===== src/rtl/mac_pkg.sv =====
// Package: shared encodings and the state type for the multiply-accumulate unit.
// Assumes the standard 32-bit register-format instruction layout.
package mac_pkg;
    localparam logic [5:0] OPC_REG = 6'b000000;
    localparam logic [5:0] FN_MAC  = 6'b000101;

    typedef enum logic {
        ENG_IDLE = 1'b0,
        ENG_RUN  = 1'b1
    } eng_state_t;
endpackage


===== src/rtl/mac_decode.sv =====
// Module: mac_decode
// Recognises the multiply-accumulate encoding and extracts the destination
// field. Purely combinational; assumes a 32-bit register-format word.
module mac_decode
    import mac_pkg::*;
#(
    parameter int XLEN  = 32,
    parameter int IDX_W = 5
) (
    input  logic [XLEN-1:0]  instr,
    output logic             hit,
    output logic [IDX_W-1:0] dst_idx
);
    localparam int OPC_LSB = XLEN - 6;
    localparam int DST_LSB = 11;

    // Match primary opcode and function field, and pull out the destination.
    always_comb begin
        hit     = (instr[XLEN-1:OPC_LSB] == OPC_REG) && (instr[5:0] == FN_MAC);
        dst_idx = instr[DST_LSB +: IDX_W];
    end
endmodule


===== src/rtl/mac_seqmul.sv =====
// Module: mac_seqmul
// Radix-2 shift-add signed multiplier with an addend preloaded into the
// accumulator. One multiplier bit is consumed per clock. The sign bit carries
// a negative weight and is subtracted on the last step. Assumes load is
// asserted only while idle.
module mac_seqmul
    import mac_pkg::*;
#(
    parameter int W    = 16,
    parameter int XLEN = 32
) (
    input  logic            clk,
    input  logic            rst_n,
    input  logic            load,
    input  logic [W-1:0]    op_a,
    input  logic [W-1:0]    op_b,
    input  logic [XLEN-1:0] addend,
    output logic            busy,
    output logic            done,
    output logic [XLEN-1:0] acc
);
    localparam int CNT_W = (W > 1) ? $clog2(W) : 1;
    localparam logic [CNT_W-1:0] LAST = CNT_W'(W - 1);

    eng_state_t      state;
    logic [CNT_W-1:0] step;
    logic [XLEN-1:0] mcand;
    logic [W-1:0]    mplier;
    logic [XLEN-1:0] term;
    logic            last_step;

    // Select the partial product for the current multiplier bit.
    always_comb begin
        term      = mplier[0] ? mcand : '0;
        last_step = (step == LAST);
    end

    // Sequence the load, the W add/subtract steps and the done pulse.
    always_ff @(posedge clk) begin
        if (!rst_n) begin
            state  <= ENG_IDLE;
            step   <= '0;
            mcand  <= '0;
            mplier <= '0;
            acc    <= '0;
            done   <= 1'b0;
        end else begin
            done <= 1'b0;
            if (state == ENG_IDLE) begin
                if (load) begin
                    state  <= ENG_RUN;
                    step   <= '0;
                    mcand  <= {{(XLEN-W){op_a[W-1]}}, op_a};
                    mplier <= op_b;
                    acc    <= addend;
                end
            end else begin
                acc    <= last_step ? (acc - term) : (acc + term);
                mcand  <= mcand << 1;
                mplier <= mplier >> 1;
                step   <= step + 1'b1;
                if (last_step) begin
                    state <= ENG_IDLE;
                    done  <= 1'b1;
                end
            end
        end
    end

    // Busy is the running state.
    always_comb busy = (state == ENG_RUN);
endmodule


===== src/rtl/mac_unit.sv =====
// Module: mac_unit (top)
// Executes one multiply-accumulate instruction: dst = dst + a[15:0]*b[15:0],
// signed, wrapping. Decodes its own encoding, runs a sequential multiplier
// and returns the write-back triple. Assumes the register values are valid
// in the cycle start is high.
module mac_unit
    import mac_pkg::*;
#(
    parameter int XLEN  = 32,
    parameter int OP_W  = 16,
    parameter int IDX_W = 5
) (
    input  logic             clk,
    input  logic             rst_n,
    input  logic             start,
    input  logic [XLEN-1:0]  instr,
    input  logic [XLEN-1:0]  rs_val,
    input  logic [XLEN-1:0]  rt_val,
    input  logic [XLEN-1:0]  rd_val,
    output logic             busy,
    output logic             done,
    output logic [XLEN-1:0]  result,
    output logic             wr_en,
    output logic [IDX_W-1:0] wr_idx
);
    logic             hit;
    logic [IDX_W-1:0] dec_idx;
    logic             accept;
    logic             wr_ok;

    mac_decode #(.XLEN(XLEN), .IDX_W(IDX_W)) u_dec (
        .instr   (instr),
        .hit     (hit),
        .dst_idx (dec_idx)
    );

    // Accept a request only when it decodes and the engine is free.
    always_comb accept = start && hit && !busy;

    mac_seqmul #(.W(OP_W), .XLEN(XLEN)) u_mul (
        .clk    (clk),
        .rst_n  (rst_n),
        .load   (accept),
        .op_a   (rs_val[OP_W-1:0]),
        .op_b   (rt_val[OP_W-1:0]),
        .addend (rd_val),
        .busy   (busy),
        .done   (done),
        .acc    (result)
    );

    // Capture the destination index and whether it may be written.
    always_ff @(posedge clk) begin
        if (!rst_n) begin
            wr_idx <= '0;
            wr_ok  <= 1'b0;
        end else if (accept) begin
            wr_idx <= dec_idx;
            wr_ok  <= (dec_idx != '0);
        end
    end

    // Write-enable rides on the done pulse.
    always_comb wr_en = done && wr_ok;
endmodule


===== config.mk =====
export PLATFORM = sky130hd
export DESIGN_NAME = mac_unit
export DESIGN_NICKNAME = d
export VERILOG_FILES = /design/src/rtl/mac_pkg.sv /design/src/rtl/mac_decode.sv /design/src/rtl/mac_seqmul.sv /design/src/rtl/mac_unit.sv
export SDC_FILE = /design/constraint.sdc
export NUM_CORES = 1
export LEC_CHECK = 0
export CORE_ASPECT_RATIO = 1.25
export CORE_UTILIZATION = 55
export CTS_CLUSTER_DIAMETER = 150
export DETAILED_ROUTE_END_ITERATION = 8
export DONT_BUFFER_PORTS = 1
export PLACE_DENSITY_LB_ADDON = 0.3
export SETUP_SLACK_MARGIN = 0.3
export SLEW_MARGIN = 5
export SYNTH_ARGS = -nofsm -noshare
export SYNTH_HDL_FRONTEND = slang
export SYNTH_SLANG_ARGS = --single-unit
export TNS_END_PERCENT = 10

===== constraint.sdc =====
create_clock -name clk -period 9.1 [get_ports clk]
set_input_delay 1.82 -clock clk [delete_from_list [all_inputs] [get_ports clk]]
set_output_delay 1.82 -clock clk [all_outputs]
set_load 0.01 [all_outputs]

# After elaboration in Yosys (flattened, before gate mapping)
# Cells that the tools add are included.
# Widths: inputs -> output; s select.
[word_totals] register_bits=92 input_bits=131 out_inout_bits=40 wordCells=40
[classes] add_sub_neg=3 n_eq_ne=2 n_mux=14 bitwise_logic=1 n_reduce_logical=10
[ops] operator="$mux 32" count=6
[ops] operator="$add 32x32->32" count=1
[ops] operator="$sub 32x32->32" count=1
[ops] operator="$mux 15" count=2
[ops] operator="$mux 4" count=2
[ops] operator="$eq 6x3->1 const B" count=1
[ops] operator="$logic_not 6->1" count=1
[ops] operator="$reduce_bool 5->1" count=1
[ops] operator="$add 4x1->4 const B" count=1
[ops] operator="$eq 4x4->1 const B" count=1
[ops] operator="$logic_and 1x1->1" count=4
[ops] operator="$mux 1" count=4
[ops] operator="$reduce_and 2->1" count=1
[ops] operator="$reduce_bool 2->1" count=1
[ops] operator="$reduce_or 2->1" count=1
[ops] operator="$logic_not 1->1" count=1
[ops] operator="$not 1->1" count=1

# Depth between registers and ports, before layout
[logic_depth] depth_word=6 mapped_depth=20 depth_no_buf=17

# Cells and area by module
# Synthesis repeated with hierarchy kept, for this count alone.
[hier_totals] hier_cells=853 hier_area_um2=6640.1
[by_module_without_submodules] module="mac_seqmul" n_inst=1 cells_each=821 area_each_um2=6324.8 seq_area_each_um2=1721.7
[by_module_without_submodules] module="mac_unit" n_inst=1 cells_each=23 area_each_um2=247.7 seq_area_each_um2=120.1
[by_module_without_submodules] module="mac_decode" n_inst=1 cells_each=9 area_each_um2=67.6 seq_area_each_um2=0.0

# Worst setup path before layout
# No wires, ideal clock.
[synth_timing] kind="register to register" start="reg u_mul.mplier[0]" end="reg u_mul.acc[25]" setup_time_ps=131 arrival_time_ps=3928 t_required_ps=8969 path_slack_ps=5041 path_stages_with_launch=19 n_path_buf=3 period_less_slack_ps=4059 path_cell_list="dfxtp_1 > clkbuf_1 > clkbuf_1 > clkbuf_1 > nand2_1 > ha_1 > nor2_1 > or2_2 > o21ai_0 > a31o_2 > ha_1 > a21oi_1 > o22ai_2 > o311a_1 > a311oi_1 > nor4_1 > nand3b_1 > xnor2_1 > a21oi_1"
[synth_via] elab_chain_cells=4 elab_cells_between_ends=5 classes_between="add/sub: 2; mux: 3"
[synth_lines] element="start, declared" line_no="mac_seqmul.sv:28" rtl="logic [W-1:0] mplier;"
[synth_lines] element="start signal, assigned" line_no="mac_seqmul.sv:54" rtl="mplier <= op_b;"
[synth_lines] element="start signal, assigned" line_no="mac_seqmul.sv:60" rtl="mplier <= mplier >> 1;"
[synth_lines] element="$mux 32 *" line_no="mac_seqmul.sv:34" rtl="term = mplier[0] ? mcand : '0;"
[synth_lines] element="$add 32x32->32 or $sub 32x32->32 (tied branches)" line_no="mac_seqmul.sv:58" rtl="acc <= last_step ? (acc - term) : (acc + term);"
[synth_lines] element="$mux 32 *" line_no="mac_seqmul.sv:58"
[synth_lines] element="$mux 32 *" line_no="mac_seqmul.sv:49" rtl="if (state == ENG_IDLE) begin"
[synth_lines] element="end signal, assigned" line_no="mac_seqmul.sv:55" rtl="acc <= addend;"
[synth_lines] element="end signal, assigned" line_no="mac_seqmul.sv:58"
[synth_lines] element="end, declared" line_no="mac_seqmul.sv:20" rtl="output logic [XLEN-1:0] acc"
# Mark *: on every way between the ends. The rest lies on a longest branch, timed or not.
# A chain may end at the register's enable or synchronous reset.

# Worst setup path after layout
[layout_timing] start="reg u_mul.step[0]" end="reg u_mul.acc[29]"
[layout_via] elab_chain_cells=3
[layout_lines] element="start, declared" line_no="mac_seqmul.sv:26" rtl="logic [CNT_W-1:0] step;"
[layout_lines] element="start signal, assigned" line_no="mac_seqmul.sv:61" rtl="step <= step + 1'b1;"
[layout_lines] element="$eq 4x4->1" line_no="mac_seqmul.sv:35" rtl="last_step = (step == LAST);"
[layout_lines] element="$mux 32" line_no="mac_seqmul.sv:58"
[layout_lines] element="$mux 32" line_no="mac_seqmul.sv:49"
# Every way passes these cells.

==> results.md <==
- Synth unique cells: slightly above 60
- Cell area reported after detailed placement: between 6000 and 7000 um2
- Number of instances in the synthesized netlist: between 800 and 900
- Floorplan Core Area: about 12000 um2
- Largest area contributor in the synthesized netlist: dfxtp_1
- Worst clock skew: approximately 4.2 ps
- Combinational fraction of design power: 0.010
- Initial antenna violation count: 0
- Accumulated negative setup slack: 0 ps
- Status: complete, no violations
- Warning count from the yosys run: 0
- Setup repair bufs after CTS: 0
- Power dissipated by switching net loads: around 0.18 mW
- Ant. Diodes: 0
- Number of buffer and inverter instances along the worst setup path: 0
- Count of clock tree sinks: between 90 and 100
- Part of the Yosys area used for sequential elements: 0.280
- Max stage delay cell, worst path: a311oi_1
- Count of filler cells inserted in the layout: 1056
- Crit path largest cell delay: 750 ps
- # Max-Cap Violations: 0
- Top cells by area, synth: dfxtp_1 (28%), mux2i_1 (8.7%), o211a_1 (6.7%), nand2_1 (6.4%), ha_1 (6.3%)
- Part of the cycle the worst path needs: 0.487
- Area of combinational cells with multiple inputs: roughly 4500 um2
- Final net count: around 950
- Most frequent cells in the layout: nand2_1 (112), dfxtp_1 (92), a21oi_1 (79), o21ai_0 (61), mux2i_1 (57)
- Data arrival at the endpoint of the critical path: 4650 ps
- Startpoint of the tightest hold check path: wr_ok
- Primary flip-flop cell chosen by synthesis mapping: dfxtp_1
- RePlAce Congestion: 1.00
- Layout overhead on the synthesized area: 4.62%
- DIE AREA: about 12000 um2
- First-pass GRT wire length: roughly 27 mm
- Tot Pwr: between 0.7 and 0.8 mW
- Cell Int Power: ~0.60 mW
- Register clock-pin slew on the reported worst setup and hold paths: 70 ps
- Sum of routed wire length over all layers: between 15 and 20 mm
- Seq pwr share: 0.514
- Switching power as a share of total power: 0.229
- Number of I/O pins: ~170
- Antenna viol nets, final: 0
- HPWL after DPL: ~12 mm
- Clock network fraction of design power: 0.476
- Finished layout cell area: 6880 um2
- CTS Buf Count: 9
- Post-CTS Hold Fix Bufs: 0
- Worst-margin pin slew: 1130 ps
- Minimum clock period after layout: between 4000 and 5000 ps
- Max H-tree Level: 3
- Cell-by-cell trace of the critical path: ha_1 > nand3_1 > a21oi_1 > ha_1 > nor2b_1 > o2111ai_1 > a21oi_1 > a311oi_1 > nor4_1 > a2bb2oi_1 > xnor2_1 > o22ai_1
- Critical path startpoint category: flop
- Maximum clock frequency: between 200 and 250 MHz
- VDD IR max: 0.0999 mV
- Cell area power density: ~110 nW/um2
- Critical path startpoint: u_mul.step[0]
- Post-route setup slack: about 4700 ps
- Post-synth design cell area: 6580 um2
- Share of the core filled with cells: 0.592
- Ys async rst share: 0
- Root Buffer Master: clkbuf_16
- Share of Yosys cell area claimed by the top area cell type: 0.280
- Number of cell rows: 44
- P_leak: 3.81 nW
- Hold Fails Final Rpt: 0
- Setup repair after global routing missed its margin: false
- Vias in the first global route: ~5700
- Average vias per placed instance: between 6 and 7
- Die X: roughly 100 um
- Worst reg2reg startpoint: u_mul.step[0]
- Post-cts sizing count: 0
- Die Span Y: between 100 and 150 um
- Input/output buffers: 0
- Nets in the synthesized netlist: 993
- Internal reg-to-reg setup slack: roughly 4700 ps
- Number of buffers on the longest clock path: 2
- Cell type group with the largest total delay on the critical path: compound AO/OA/AOI/OAI gates
- DR DRC count: 0
- Leading cell type in the layout, fill and taps excluded: nand2_1
- Relative slew slack: 0.244
- Post-Place Setup Slack: between 4000 and 5000 ps
- Flip-flop and latch area: ~1800 um2
- CTS tree: built
- Maximum fanout along the worst path: 23
- Routed via count: between 6000 and 7000
- Share of final-layout standard cells stronger than drive strength 1: 0.0494
- Final routed wire length divided by cell count: around 18 um
- Number of pins with negative max-slew slack in the final report: 0
- Number of storage elements in the synthesis netlist: 92
- Worst Path Required: about 9300 ps
- Hold Crit Class: reg -> reg
- Total global routing overflow: 0
- DRC marker count from the first detailed-route iteration: around 390
- Path type of the worst setup path: reg -> reg
- EDFF count, synth: 0
- Pre-antenna DRT Iters: 5
- Overall routing resource usage: 0.269
- Initial cell density of the core: 0.566
- Maximum number of pins on one net before global-route repair: 90
- Type of destination of the critical path: flop
- Latest clock arrival within the worst-skew pair: ~340 ps
- Final count of negative-setup-slack endpoints: 0
- Post-Syn Area per Cell: around 7.9 um2
[logic make-up after synthesis]
family,after synthesis,synth area share
AOI/OAI and AO/OA,273,0.281
and+or+nand+nor,248,0.174
DFF,92,0.280
buffers and inverters,73,0.0424
muxes,63,0.0970
xor gates and xnor gates,45,0.0599
adders and majority gates,34,0.0658
[cells in the mapped netlist, types with 7 or more instances]
library cell and count:
nor3_1 9, a31oi_1 8, or3_1 7, clkbuf_1 47, ha_1 33, mux2i_1 57
dfxtp_1 92, buf_1 9, nand2_1 112, xor2_1 15, a21o_1 15, o31ai_1 7
and3_1 9, a21oi_1 79, nand4_1 9, o21ai_0 61, nor2_1 44, inv_1 13
nand3_1 22, xnor2_1 30, o211a_1 44, nor4_1 8, and2_1 9
[layout make-up]
cell class / count / share of cell area
timing repair buffer: 5 / 0.00545
multi-input combinational: 663 / 0.648
inverter: 13 / 0.00727
clock inverter: 6 / 0.00800
sequential: 92 / 0.268
clock buffer: 10 / 0.0347
tap: 161 / 0.0293
[per-stage QoR]
stage                     cells  hold slack, ps
after global placement      934             473
after CTS                   950             499
final                       950             498
after floorplan             828             464
after global routing        950             513
after detailed placement    934             482
[power groups by stage]
stage	clock (mW)	sequential (mW)	combinational, mW
detailed placement	0	0.412	0.00769
floorplan	0	0.412	0.0108
global placement	0	0.412	0.00751
CTS	0.380	0.402	0.00774
global route	0.395	0.402	0.00854
finish	0.373	0.402	0.00773
[final timing paths]
| check | depth (start not counted) | endpoint |
|---|---|---|
| max reg2reg | 12 | u_mul.acc[29] |
| max | 12 | u_mul.acc[29] |
| min reg2reg | 1 | wr_ok |
| min | 1 | wr_ok |
[metal layers]
metal | GRT usage | vias up | share of wire
met2 | 0.462 | 177 | 0.50
li1 | - | 2957 | -
met1 | 0.326 | 2875 | 0.42
met5 | 0 | - | 0
met3 | 0.0533 | 28 | 0.053
met4 | 0.102 | 0 | 0.024
[flip-flops by register name, summed over array words and instances, names as in the netlist]
name,count
u_mul.acc,32
wr_idx,5
u_mul.done,1
u_mul.busy,1
u_mul.mplier,16
u_mul.step,4
wr_ok,1
u_mul.mcand,32
(Power assumes the default switching activity.)
